--- src/rtl/uart_tx_pkg.sv ---
package uart_tx_pkg;

  localparam int LEN_W = 2;

  typedef enum logic [2:0] {
    ST_IDLE,
    ST_START,
    ST_DATA,
    ST_PAR,
    ST_STOP
  } tx_state_e;

  typedef struct packed {
    logic [LEN_W-1:0] len;
    logic             par_en;
    logic             par_odd;
    logic             stop_long;
  } tx_cfg_t;

endpackage

--- src/rtl/uart_tx_hold.sv ---
module uart_tx_hold #(
  parameter int W = 8
) (
  input  logic         clk,
  input  logic         rst_n,
  input  logic         in_valid,
  output logic         in_ready,
  input  logic [W-1:0] in_data,
  input  logic         take,
  output logic         full,
  output logic [W-1:0] out_data
);

  always_ff @(posedge clk or negedge rst_n) begin
    if (!rst_n) begin
      full     <= 1'b0;
      out_data <= '0;
    end else if (in_valid && !full) begin
      full     <= 1'b1;
      out_data <= in_data;
    end else if (take) begin
      full <= 1'b0;
    end
  end

  assign in_ready = !full;

endmodule

--- src/rtl/uart_tx_seq.sv ---
module uart_tx_seq
  import uart_tx_pkg::*;
#(
  parameter int DATA_W = 8,
  parameter int OVS    = 16
) (
  input  logic              clk,
  input  logic              rst_n,
  input  logic              tick,
  input  logic              avail,
  input  logic [DATA_W-1:0] ld_data,
  input  tx_cfg_t           cfg,
  output logic              take,
  output logic              line,
  output logic              busy
);

  localparam int CNT_W    = $clog2(2 * OVS);
  localparam int IDX_W    = $clog2(DATA_W);
  localparam int MIN_BITS = DATA_W - 3;

  localparam logic [CNT_W-1:0] BIT_LAST  = CNT_W'(OVS - 1);
  localparam logic [CNT_W-1:0] HALF_LAST = CNT_W'(OVS + OVS / 2 - 1);
  localparam logic [CNT_W-1:0] TWO_LAST  = CNT_W'(2 * OVS - 1);

  tx_state_e         state;
  tx_cfg_t           cfg_q;
  logic [DATA_W-1:0] shreg;
  logic [CNT_W-1:0]  tcnt;
  logic [IDX_W-1:0]  bidx;
  logic              par_q;
  logic [IDX_W-1:0]  last_idx;
  logic [CNT_W-1:0]  span_last;

  function automatic logic calc_par(input logic [DATA_W-1:0] d,
                                    input logic [LEN_W-1:0] len,
                                    input logic odd);
    logic acc;
    acc = odd;
    for (int i = 0; i < DATA_W; i++) begin
      if (i < MIN_BITS + int'(len)) acc = acc ^ d[i];
    end
    return acc;
  endfunction

  assign last_idx = IDX_W'(MIN_BITS - 1) + IDX_W'(cfg_q.len);

  always_comb begin
    if (state != ST_STOP || !cfg_q.stop_long) span_last = BIT_LAST;
    else if (cfg_q.len == '0)                 span_last = HALF_LAST;
    else                                      span_last = TWO_LAST;
  end

  assign take = (state == ST_IDLE) && avail;
  assign busy = (state != ST_IDLE);

  always_comb begin
    unique case (state)
      ST_START: line = 1'b0;
      ST_DATA:  line = shreg[0];
      ST_PAR:   line = par_q;
      default:  line = 1'b1;
    endcase
  end

  always_ff @(posedge clk or negedge rst_n) begin
    if (!rst_n) begin
      state <= ST_IDLE;
      cfg_q <= '0;
      shreg <= '0;
      tcnt  <= '0;
      bidx  <= '0;
      par_q <= 1'b0;
    end else if (state == ST_IDLE) begin
      if (avail) begin
        state <= ST_START;
        cfg_q <= cfg;
        shreg <= ld_data;
        par_q <= calc_par(ld_data, cfg.len, cfg.par_odd);
        tcnt  <= '0;
        bidx  <= '0;
      end
    end else if (tick) begin
      if (tcnt != span_last) begin
        tcnt <= tcnt + 1'b1;
      end else begin
        tcnt <= '0;
        unique case (state)
          ST_START: state <= ST_DATA;
          ST_DATA: begin
            shreg <= shreg >> 1;
            if (bidx == last_idx) state <= cfg_q.par_en ? ST_PAR : ST_STOP;
            else                  bidx  <= bidx + 1'b1;
          end
          ST_PAR:  state <= ST_STOP;
          default: state <= ST_IDLE;
        endcase
      end
    end
  end

endmodule

--- src/rtl/uart_tx_frame.sv ---
module uart_tx_frame
  import uart_tx_pkg::*;
#(
  parameter int DATA_W = 8,
  parameter int OVS    = 16
) (
  input  logic              clk,
  input  logic              rst_n,
  input  logic              tick16,
  input  logic              wr_valid,
  output logic              wr_ready,
  input  logic [DATA_W-1:0] wr_data,
  input  logic [LEN_W-1:0]  char_len,
  input  logic              par_en,
  input  logic              par_odd,
  input  logic              stop_long,
  input  logic              brk,
  output logic              txd,
  output logic              thr_empty,
  output logic              tx_empty
);

  logic              full;
  logic              take;
  logic              line;
  logic              busy;
  logic [DATA_W-1:0] held;
  tx_cfg_t           cfg;

  assign cfg = '{len: char_len, par_en: par_en, par_odd: par_odd, stop_long: stop_long};

  uart_tx_hold #(.W(DATA_W)) u_hold (
    .clk      (clk),
    .rst_n    (rst_n),
    .in_valid (wr_valid),
    .in_ready (wr_ready),
    .in_data  (wr_data),
    .take     (take),
    .full     (full),
    .out_data (held)
  );

  uart_tx_seq #(.DATA_W(DATA_W), .OVS(OVS)) u_seq (
    .clk     (clk),
    .rst_n   (rst_n),
    .tick    (tick16),
    .avail   (full),
    .ld_data (held),
    .cfg     (cfg),
    .take    (take),
    .line    (line),
    .busy    (busy)
  );

  assign txd       = line & ~brk;
  assign thr_empty = !full;
  assign tx_empty  = !full && !busy;

endmodule

--- config.mk ---
export PLATFORM = sky130hd
export DESIGN_NAME = uart_tx_frame
export DESIGN_NICKNAME = d
export VERILOG_FILES = /design/src/rtl/uart_tx_pkg.sv /design/src/rtl/uart_tx_hold.sv /design/src/rtl/uart_tx_seq.sv /design/src/rtl/uart_tx_frame.sv
export SDC_FILE = /design/constraint.sdc
export NUM_CORES = 1
export LEC_CHECK = 0
export ABC_CLOCK_PERIOD_IN_PS = 4700
export BUFFER_PORTS_ARGS = -buffer_cell sky130_fd_sc_hd__buf_2
export CORE_ASPECT_RATIO = 0.6
export CORE_MARGIN = 2
export CORE_UTILIZATION = 35
export CTS_CLUSTER_DIAMETER = 100
export DETAILED_ROUTE_END_ITERATION = 8
export GPL_TIMING_DRIVEN = 0
export SYNTH_ARGS = -nofsm -noshare
export SYNTH_HDL_FRONTEND = slang
export SYNTH_SLANG_ARGS = --single-unit
--- constraint.sdc ---
create_clock -name clk -period 4.7 [get_ports clk]
set_clock_uncertainty 0.15 [all_clocks]
set_input_delay 0.235 -clock clk [delete_from_list [all_inputs] [get_ports clk]]
set_output_delay 0.235 -clock clk [all_outputs]
set_load 0.01 [all_outputs]
==> metrics.txt, run 1 <==
outcome completed; Worst path max stage delay 0.55 ns; Yosys top cell area share 0.474; multi-input logic area 840 um2; syn nets 200; CP Cell Sequence buf_6, nor4b_4, o21bai_1, o211a_1, buf_2, o221ai_1; Sequential Power Share 0.401; Num CTS Buffers 5; die width 95.1 um; final WL 3780 um; worst setup margin 2.59 ns; worst setup path class register to register; initial antenna violation count 0; DR vias 1,346; Arr. time, crit path 2.11 ns; die area 5570 um2; Mean Syn Cell Area 9.68 um2; Comb power frac 0.395; post-CTS setup buffer count 0; Main synth FF type dfrtp_1; startpoint types register; Syn Std Cell Area 1740 um2; clock network power share 0.204; Vias/cell 4.93; Critical Path Fanout Max 10; Global Route Usage Sum 0.153; CTS tree built; HP Class input pin to register; Initial Util 0.372; post-synthesis cell count 180; switch share 0.367; largest cells by area after synthesis dfrtp_1 47%, mux2_2 7.8%, nand2_1 7.3%; Syn. warnings 0; RSZ-0062 raised after global routing false; grt ovf 0; setup_tns 0 ns; Row Count 19; Area Growth Syn to Fin 17.8%; Setup WS pre-CTS 2.55 ns; Filler cells 461; Antenna Nets Post-Route 0; Critical Path Sink Type register; Achievable Freq 475 MHz; maximum vdd drop 0.257 mV; sequential area share after synthesis 0.474; largest area contributor in the netlist dfrtp_1; largest net degree at the start of global routing 34; Max Slew Vio Count 0; Buf/Inv on CP 2; overall die height 58.6 um; count of different cell masters after synthesis 38; Slew @ Worst Pin 0.754 ns; fraction of layout cells with a size suffix above 1 0.229; Total Power 1.36 mW; P_int 0.858 mW; Final min period 2.11 ns; Final Wtd Congestion 0.795; Post-synth top cells 34 x nand2_1, 33 x dfrtp_1, 20 x nor2_1, 12 x mux2_2, 9 x xnor2_1; endpoints failing hold 0; ys async rst share 1.00; Final nets 229; clock sink total 33; I/O pins 22; DP Wirelength 2760 um; critical path's slowest cell nor4b_4; post-CTS sizing 0; register area 826 um2; Starting DRT DRC Count 61; maxcap violations 0; Seq cells post-synth 33; CTS H-tree lvls 2; Final Setup Violations 0; DRC Markers 0; CTS clk-pin slew, worst paths 0.07 ns; first-pass GRT wire length 6330 um; Clock Path Buffers 2; cell family with most CP delay simple AND/OR/NAND/NOR gates; Ant. Diodes 0; Pleak 0.925 nW; Relative slew margins 0.497; Final period util 0.448; most common cell in the netlist nand2_1; drt first pass iters 5; post-DR wirelength/cell 13.8 um; vias in the first global route 1,239; WP data required 4.70 ns; PwrDens 661 nW/um2; clock root buffer clkbuf_8; IO Port Bufs 21; EDFF count, synth 0; worst skew pair latency 0.28 ns; Core ar. 4680 um2; Sw Pwr 0.498 mW
cells in the final DEF, fill, tap and decap left out, types with 3 or more instances in the layout:
cell / n
clkbuf_1: 5
dfrtp_1: 33
o21ai_0: 8
xnor2_1: 9
mux2i_1: 3
nand2_1: 34
a31oi_1: 7
nor2_1: 20
clkbuf_8: 6
mux2_2: 12
nand4_1: 3
inv_1: 5
nand3_1: 5
a21oi_1: 3
o221ai_1: 3
buf_2: 22
flip-flops by register name, summed over array words and instances (netlist names):
register / count
u_seq.cfg_q: 4
u_hold.full: 1
u_seq.tcnt: 5
u_hold.out_data: 8
u_seq.shreg: 8
u_seq.bidx: 3
u_seq.par_q: 1
u_seq.state: 3
kinds of logic after synthesis:
kind of cell    share of synthesized area
simple gates                        0.200
flops                               0.474
compound gates                      0.122
mux                                0.0948
buf+inv                            0.0438
xor+xnor                           0.0503
fa+ha+maj                          0.0144
final timing paths:
check / start / end / slack [ns] / depth (start not counted)
max: u_seq.state[0] / u_seq.bidx[1] / 2.59 / 6
min: wr_valid / u_hold.full / 0.02 / 3
max reg2reg: u_seq.state[0] / u_seq.bidx[1] / 2.59 / 6
min reg2reg: u_seq.par_q / u_seq.par_q / 0.38 / 2
max in group asynchronous: rst_n / u_seq.tcnt[2] / 3.51 / 2
min in group asynchronous: rst_n / u_seq.bidx[2] / 0.41 / 2
tightest hold or removal path, cell delays in order:
cell and delay [ns]:
buf_2 0.08, nor2_1 0.03, nor2_1 0.07
layout make-up:
cell class / count / area share
multi-input combinational: 133 / 0.409
sequential: 33 / 0.402
timing repair buffer: 22 / 0.0561
clock buffer: 7 / 0.0421
tap: 63 / 0.0384
buffer: 9 / 0.0280
clock inverter: 1 / 0.0146
inverter: 5 / 0.00915
power groups by stage:
stage | clock (mW) | combinational [mW] | sequential, mW
after global routing | 0.298 | 0.610 | 0.564
after global placement | 0 | 0.529 | 0.543
after floorplan | 0 | 0.438 | 0.506
final | 0.277 | 0.536 | 0.544
after detailed placement | 0 | 0.542 | 0.545
after CTS | 0.286 | 0.544 | 0.543
timing repair:
item	CTS	global route
endpoints found under the hold margin	33	0
endpoints found under the setup margin	0	0
hold buffers	1	0
stage by stage:
| stage | hold WS [ns] | cell area [um2] | utilization | std cells |
|---|---|---|---|---|
| finish | 0.0240 | 2050 | 0.438 | 273 |
| global route | 0.0244 | 2050 | 0.438 | 273 |
| CTS | 0.0158 | 2050 | 0.438 | 273 |
| detailed placement | 0.202 | 1930 | 0.411 | 264 |
| global placement | 0.201 | 1930 | 0.411 | 264 |
| floorplan | -0.211 | 1740 | - | 180 |
metal layers:
metal,vias up,GRT usage,part of all wire
li1,688,-,-
met1,622,0.250,0.59
met3,3,0.0474,0.057
met5,-,0,0
met2,33,0.182,0.35
met4,0,0.0497,0.0061
Power figures use the tool's default switching activity.
==> run 2, diff against run 1 <==
ABC_AREA = 1   (was default)
ABC_CLOCK_PERIOD_IN_PS = 2100   (was 4700)
clock period = 2.1 ns   (was 4.7 ns; I/O delays follow)
==> metrics.txt, run 2 <==
worst setup path class register to output port; first-pass GRT wire length 7560 um (+19%); final WL 4460 um (+18%); Syn. warnings 0 (unchanged); RR Endpoint u_seq.tcnt[2]; I/O pins 22 (unchanged); syn nets 262 (+31%); HP Start par_odd; largest area contributor in the netlist dfrtp_1; drt first pass iters 4 (-1); Filler cells 505 (+9.5%); Post-synth top cells 85 x nand2_1, 33 x dfrtp_1, 27 x inv_1, 17 x nand3_1, 16 x nand4_1; post-CTS setup buffer count 0 (unchanged); Ant. Diodes 0 (unchanged); commonest cells after routing, fill and taps aside 85 x nand2_1, 33 x dfrtp_1, 27 x inv_1; outcome completed; Clock Path Buffers 2 (unchanged); Vias/cell 4.78 (-3.1%); maxcap violations 0 (unchanged); Worst R2R Path Depth 9 (+3); endpoints failing hold 0 (unchanged); Global Route Usage Sum 0.167 (+0.0140); DP Wirelength 3260 um (+18%); initial antenna violation count 0 (unchanged); RSZ-0062 raised after global routing false; CTS clk-pin slew, worst paths 0.07 ns (about the same); post-DR wirelength/cell 12.7 um (-8.5%); post-synthesis cell count 242 (+34%); ys async rst share 1.00 (unchanged); CTS H-tree lvls 2 (unchanged); Main synth FF type dfrtp_1; Critical Path Fanout Max 10 (unchanged); Area Growth Syn to Fin 23.2%; Starting DRT DRC Count 105 (+72%); Pleak 1.23 nW (+33%); biggest regs u_hold.out_data x8, u_seq.shreg x8, u_seq.tcnt x5; count of different cell masters after synthesis 31 (-18%); CTS tree built; grt ovf 0 (unchanged); WHS 0.230 ns (+0.206 ns); hold endpoint u_seq.par_q; Worst R2R Setup Slack 0.31 ns (-2.28 ns); Arr. time, crit path 1.67 ns (-0.44 ns); maximum vdd drop 0.561 mV (+120%); most common cell in the netlist nand2_1; r2r startpoint u_seq.state[0]; Relative slew margins 0.498 (+0.00137); setup_tns 0 ns (unchanged); Final min period 1.93 ns; Core ar. 5130 um2 (+9.5%); Mean Syn Cell Area 7.82 um2 (-19%); DR vias 1,682 (+25%); CP Launch Point u_seq.state[0]; Final period util 0.918; commonest non-fill, non-tap cell in the layout nand2_1; Achievable Freq 519 MHz; Critical Path Sink Type output port; largest cells by area after synthesis dfrtp_1 44%, nand2_1 17%, inv_1 5.4%; Antenna Nets Post-Route 0 (unchanged); Setup WS pre-CTS 0.328 ns (-2.22 ns); HP Class input pin to register; Total Power 3.47 mW (+160%); startpoint types register; die width 98.9 um (+4.0%); clock root buffer clkbuf_8; Initial Util 0.369 (-0.00311); Syn Std Cell Area 1890 um2 (+8.6%); clock sink total 33 (unchanged); worst skew pair latency 0.29 ns (about the same); Max Slew Vio Count 0 (unchanged); worst setup margin 0.172 ns (-2.42 ns); DRC Markers 0 (unchanged); overall die height 61.0 um (+3.9%); EDFF count, synth 0 (unchanged); Final Setup Violations 0 (unchanged); largest net degree at the start of global routing 34 (unchanged); vias in the first global route 1,562 (+26%); IO Port Bufs 21 (unchanged); Yosys top cell area share 0.437 (-0.0376); Seq cells post-synth 33 (unchanged); die area 6030 um2 (+8.1%); fraction of layout cells with a size suffix above 1 0.178 (-0.0502); sequential area share after synthesis 0.437 (-0.0376); WP data required 1.85 ns (-2.85 ns); Hold Path Depth 8 (+5); Final Wtd Congestion 0.770 (-3.2%); Num CTS Buffers 5 (unchanged); Final nets 305 (+33%); PwrDens 1490 nW/um2 (+130%); Row Count 20 (+1); Slew @ Worst Pin 0.752 ns (-0.00205 ns); utilization after layout 0.454 (+0.0162); post-CTS sizing 0 (unchanged)
run 2: cell type report:
class,instances,area [um2],area share
Timing Repair Buffer,36,255,0.110
Tap cell,66,82.6,0.0354
Buffer,7,71.3,0.0306
Multi-Input combinational cell,173,881,0.378
Clock inverter,1,5.00,0.00215
Clock buffer,7,96.3,0.0413
Sequential cell,33,826,0.354
Inverter,29,114,0.0488
run 2: through the flow:
step           area (um2)  instances
6_report             2330        352
5_1_grt              2330        352
4_1_cts              2330        352
3_5_place_dp         2080        329
3_3_place_gp         2080        329
2_1_floorplan        1890        242
run 2: power breakdown:
group          leakage (nW)  internal (mW)  switching, mW
clock network        0.0542          0.296          0.249
logic                 0.769          0.677           1.10
registers             0.408          0.914          0.231
run 2: repair_timing:
item | in CTS | in global routing
endpoints found under the hold margin | 48 | 0
hold buffers | 15 | 0
setup endpoints to repair | 0 | 0
run 2: kinds of logic after synthesis:
logic type | synth area share
xor+xnor | 0.0139
simple gates | 0.342
mux | 0.0291
compound gates | 0.0675
buf+inv | 0.0979
flops | 0.437
fa+ha+maj | 0.0132
run 2: metal layers:
layer  GRT usage  wire length, um  vias up
li1            -                -      869
met1       0.256             2500      779
met2       0.223             1680       27
met3      0.0484              221        7
met4      0.0528               55        0
met5           0                0        -
run 2: worst max-delay path by stage:
stage,endpoint,cells after the start
final,tx_empty,6
after floorplan,u_seq.tcnt[2],9
after global placement,u_seq.tcnt[2],9
after global routing,tx_empty,6
after detailed placement,u_seq.tcnt[2],9
after CTS,tx_empty,6
run 2: worst max-delay path, cell delays in order (launching register included):
cell and delay [ns]:
dfrtp_1 0.45, nor2_4 0.23, nand2_4 0.09, buf_6 0.16
buf_2 0.20, nor2_1 0.11, buf_2 0.14
==> run 3, diff against run 2 <==
SYNTH_HIERARCHICAL = 1   (was default)
==> metrics.txt, run 3 <==
outcome completed; HP Start tick16; max layer used met4; Slew @ Worst Pin 0.751 ns (-0.00102 ns); Yosys top cell area share 0.440 (+0.00379); Relative slew margins 0.499 (+0.000678); most common cell in the netlist nand2_1; Critical Path Fanout Max 6 (-4); largest cells by area after synthesis dfrtp_1 44%, nand2_1 19%, nand3_1 7.2%; Clock Path Buffers 2 (unchanged); Met2 Wirelength 1940 um (+16%); Syn Std Cell Area 1880 um2 (-0.86%); largest area contributor in the netlist dfrtp_1; drt first pass iters 4 (unchanged); Worst R2R Path Depth 8 (-1); Vias/cell 4.76 (-0.45%); Main synth FF type dfrtp_1; clock sink total 33 (unchanged); first-pass GRT wire length 7880 um (+4.3%); Syn. warnings 6 (+6); CTS H-tree lvls 2 (unchanged); maximum vdd drop 0.551 mV (-1.7%); IO Port Bufs 20 (-4.8%); wl on met1 2420 um (-3.2%); critical path's slowest cell dfrtp_1; Arr. time, crit path 1.84 ns (+0.17 ns); final WL 4690 um (+5.3%); CP Cell Sequence nor2_2, nand2_1, nand2_1, nand3_1, nor2_1, nor2_1, a21oi_1, nor2_1; final cell count without fillers 366 (+4.0%); Global Route Usage Sum 0.172 (+0.00534); Pleak 1.23 nW (+0.11%); vias in the first global route 1,657 (+6.1%); Antenna Nets Post-Route 0 (unchanged); Final Wtd Congestion 0.807 (+4.7%); sequential area share after synthesis 0.440 (+0.00379); DP Wirelength 3210 um (-1.5%); startpoint types register; worst setup path class register to register; PwrDens 1400 nW/um2 (-6.3%); largest net degree at the start of global routing 34 (unchanged); RR Endpoint u_seq/tcnt[3]; Critical Path Sink Type register; ys async rst share 1.00 (unchanged); cell family with most CP delay simple AND/OR/NAND/NOR gates; post-DR wirelength/cell 12.8 um (+1.3%); DRC Markers 0 (unchanged); setup_tns 0 ns (unchanged); grt ovf 0 (unchanged); die width 98.5 um (-0.41%); Max Slew Vio Count 0 (unchanged); Setup WS pre-CTS 0.255 ns (-0.0726 ns); Mean Syn Cell Area 7.53 um2 (-3.6%); Most Frequent Cell on Critical Path nor2_1; syn nets 269 (+2.7%); r2r startpoint u_seq/state[0]; post-synthesis cell count 249 (+2.9%); Seq cells post-synth 33 (unchanged); I/O pins 22 (unchanged); count of different cell masters after synthesis 28 (-9.7%); Final nets 320 (+4.9%); EDFF count, synth 0 (unchanged); commonest cells after routing, fill and taps aside 94 x nand2_1, 33 x dfrtp_1, 27 x nand3_1; Row Count 20 (unchanged); die area 5980 um2 (-0.82%); Filler cells 521 (+3.2%); Final Setup Violations 0 (unchanged); Area Growth Syn to Fin 26.9%; met3 WL post-DR 271 um (+23%); hold endpoint u_seq/bidx[1]; initial antenna violation count 0 (unchanged); biggest regs u_hold/out_data x8, u_seq/shreg x8, u_seq/tcnt x5; Ant. Diodes 0 (unchanged); Achievable Freq 548 MHz (+5.6%); Final min period 1.83 ns (-0.103 ns); endpoints failing hold 0 (unchanged); Num CTS Buffers 5 (unchanged); Core ar. 5100 um2 (-0.49%); overall die height 60.7 um (-0.41%); Worst path max stage delay 0.46 ns (about the same); DR vias 1,741 (+3.5%); HP Class input pin to register; worst skew pair latency 0.28 ns (about the same); post-CTS sizing 0 (unchanged); RSZ-0062 raised after global routing false; Buf/Inv on CP 0 (-3); maxcap violations 0 (unchanged); Worst R2R Setup Slack 0.27 ns (-0.04 ns); CTS tree built; commonest non-fill, non-tap cell in the layout nand2_1; Starting DRT DRC Count 77 (-27%); fraction of layout cells with a size suffix above 1 0.163 (-0.0150); CTS clk-pin slew, worst paths 0.06 ns (about the same); WP data required 2.12 ns (+0.27 ns); Final period util 0.869 (-0.0488); clock root buffer clkbuf_8; Placed Cells 335 (+1.8%); Hold Path Depth 5 (-3); worst setup margin 0.275 ns (+0.103 ns); Initial Util 0.367 (-0.00138); Post-synth top cells 94 x nand2_1, 33 x dfrtp_1, 27 x nand3_1, 25 x inv_1, 13 x nand4_1
==> run 3: metal layers <==
layer	up-vias	GRT usage
met1	787	0.250
met2	44	0.258
met5	-	0
met4	0	0.0470
met3	6	0.0461
li1	904	-
==> run 3: how the worst max path moves through the flow <==
stage                    from       endpoint  cells past startpoint
3_3_place_gp   u_seq/state[0]  u_seq/bidx[1]                      8
5_1_grt        u_seq/state[0]  u_seq/tcnt[4]                      8
6_report       u_seq/state[0]  u_seq/tcnt[3]                      8
3_5_place_dp   u_seq/state[0]  u_seq/bidx[1]                      8
4_1_cts        u_seq/state[0]            txd                      8
2_1_floorplan  u_seq/state[0]  u_seq/tcnt[3]                      8
==> run 3: per-stage QoR <==
stage | power [mW] | hold slack [ns] | instance area (um2) | utilization
floorplan | 2.30 | -0.341 | 1880 | -
global placement | 2.71 | 0.0684 | 2060 | 0.403
detailed placement | 2.73 | 0.0695 | 2060 | 0.403
CTS | 3.27 | 0.0582 | 2360 | 0.463
global route | 3.63 | 0.0983 | 2380 | 0.466
finish | 3.32 | 0.0713 | 2380 | 0.466
==> run 3: worst min-delay path, stage by stage <==
cell and delay, ns:
buf_2 0.11, inv_1 0.06, nor2_1 0.06, nand3_1 0.06, o21ai_0 0.06
==> run 3: final cells by class <==
cell class | instances | area (um2) | share of cell area
multi-input cells | 181 | 877 | 0.369
flip-flops and latches | 33 | 826 | 0.347
repair buffers | 44 | 335 | 0.141
inverters | 28 | 110 | 0.0463
clock buffers | 7 | 86.3 | 0.0363
well taps | 66 | 82.6 | 0.0347
plain buffers | 7 | 62.6 | 0.0263
==> run 3: power by group <==
part           switching [mW]  internal [mW]
clock network           0.217          0.260
registers               0.239          0.894
logic                    1.07          0.645
==> run 3: timing repair <==
action | in CTS | in global routing
hold endpoints to repair | 46 | 0
setup endpoints to repair | 0 | 1
buffers inserted | 0 | 2
hold buffers | 22 | 0
==> run 3: cells by family after synthesis <==
| group | Yosys count | synth area share |
|---|---|---|
| xor gates and xnor gates | 4 | 0.0187 |
| AOI/OAI and AO/OA | 20 | 0.0627 |
| and+or+nand+nor | 155 | 0.373 |
| adders and majority gates | 2 | 0.0133 |
| DFF | 33 | 0.440 |
| buffers and inverters | 35 | 0.0921 |
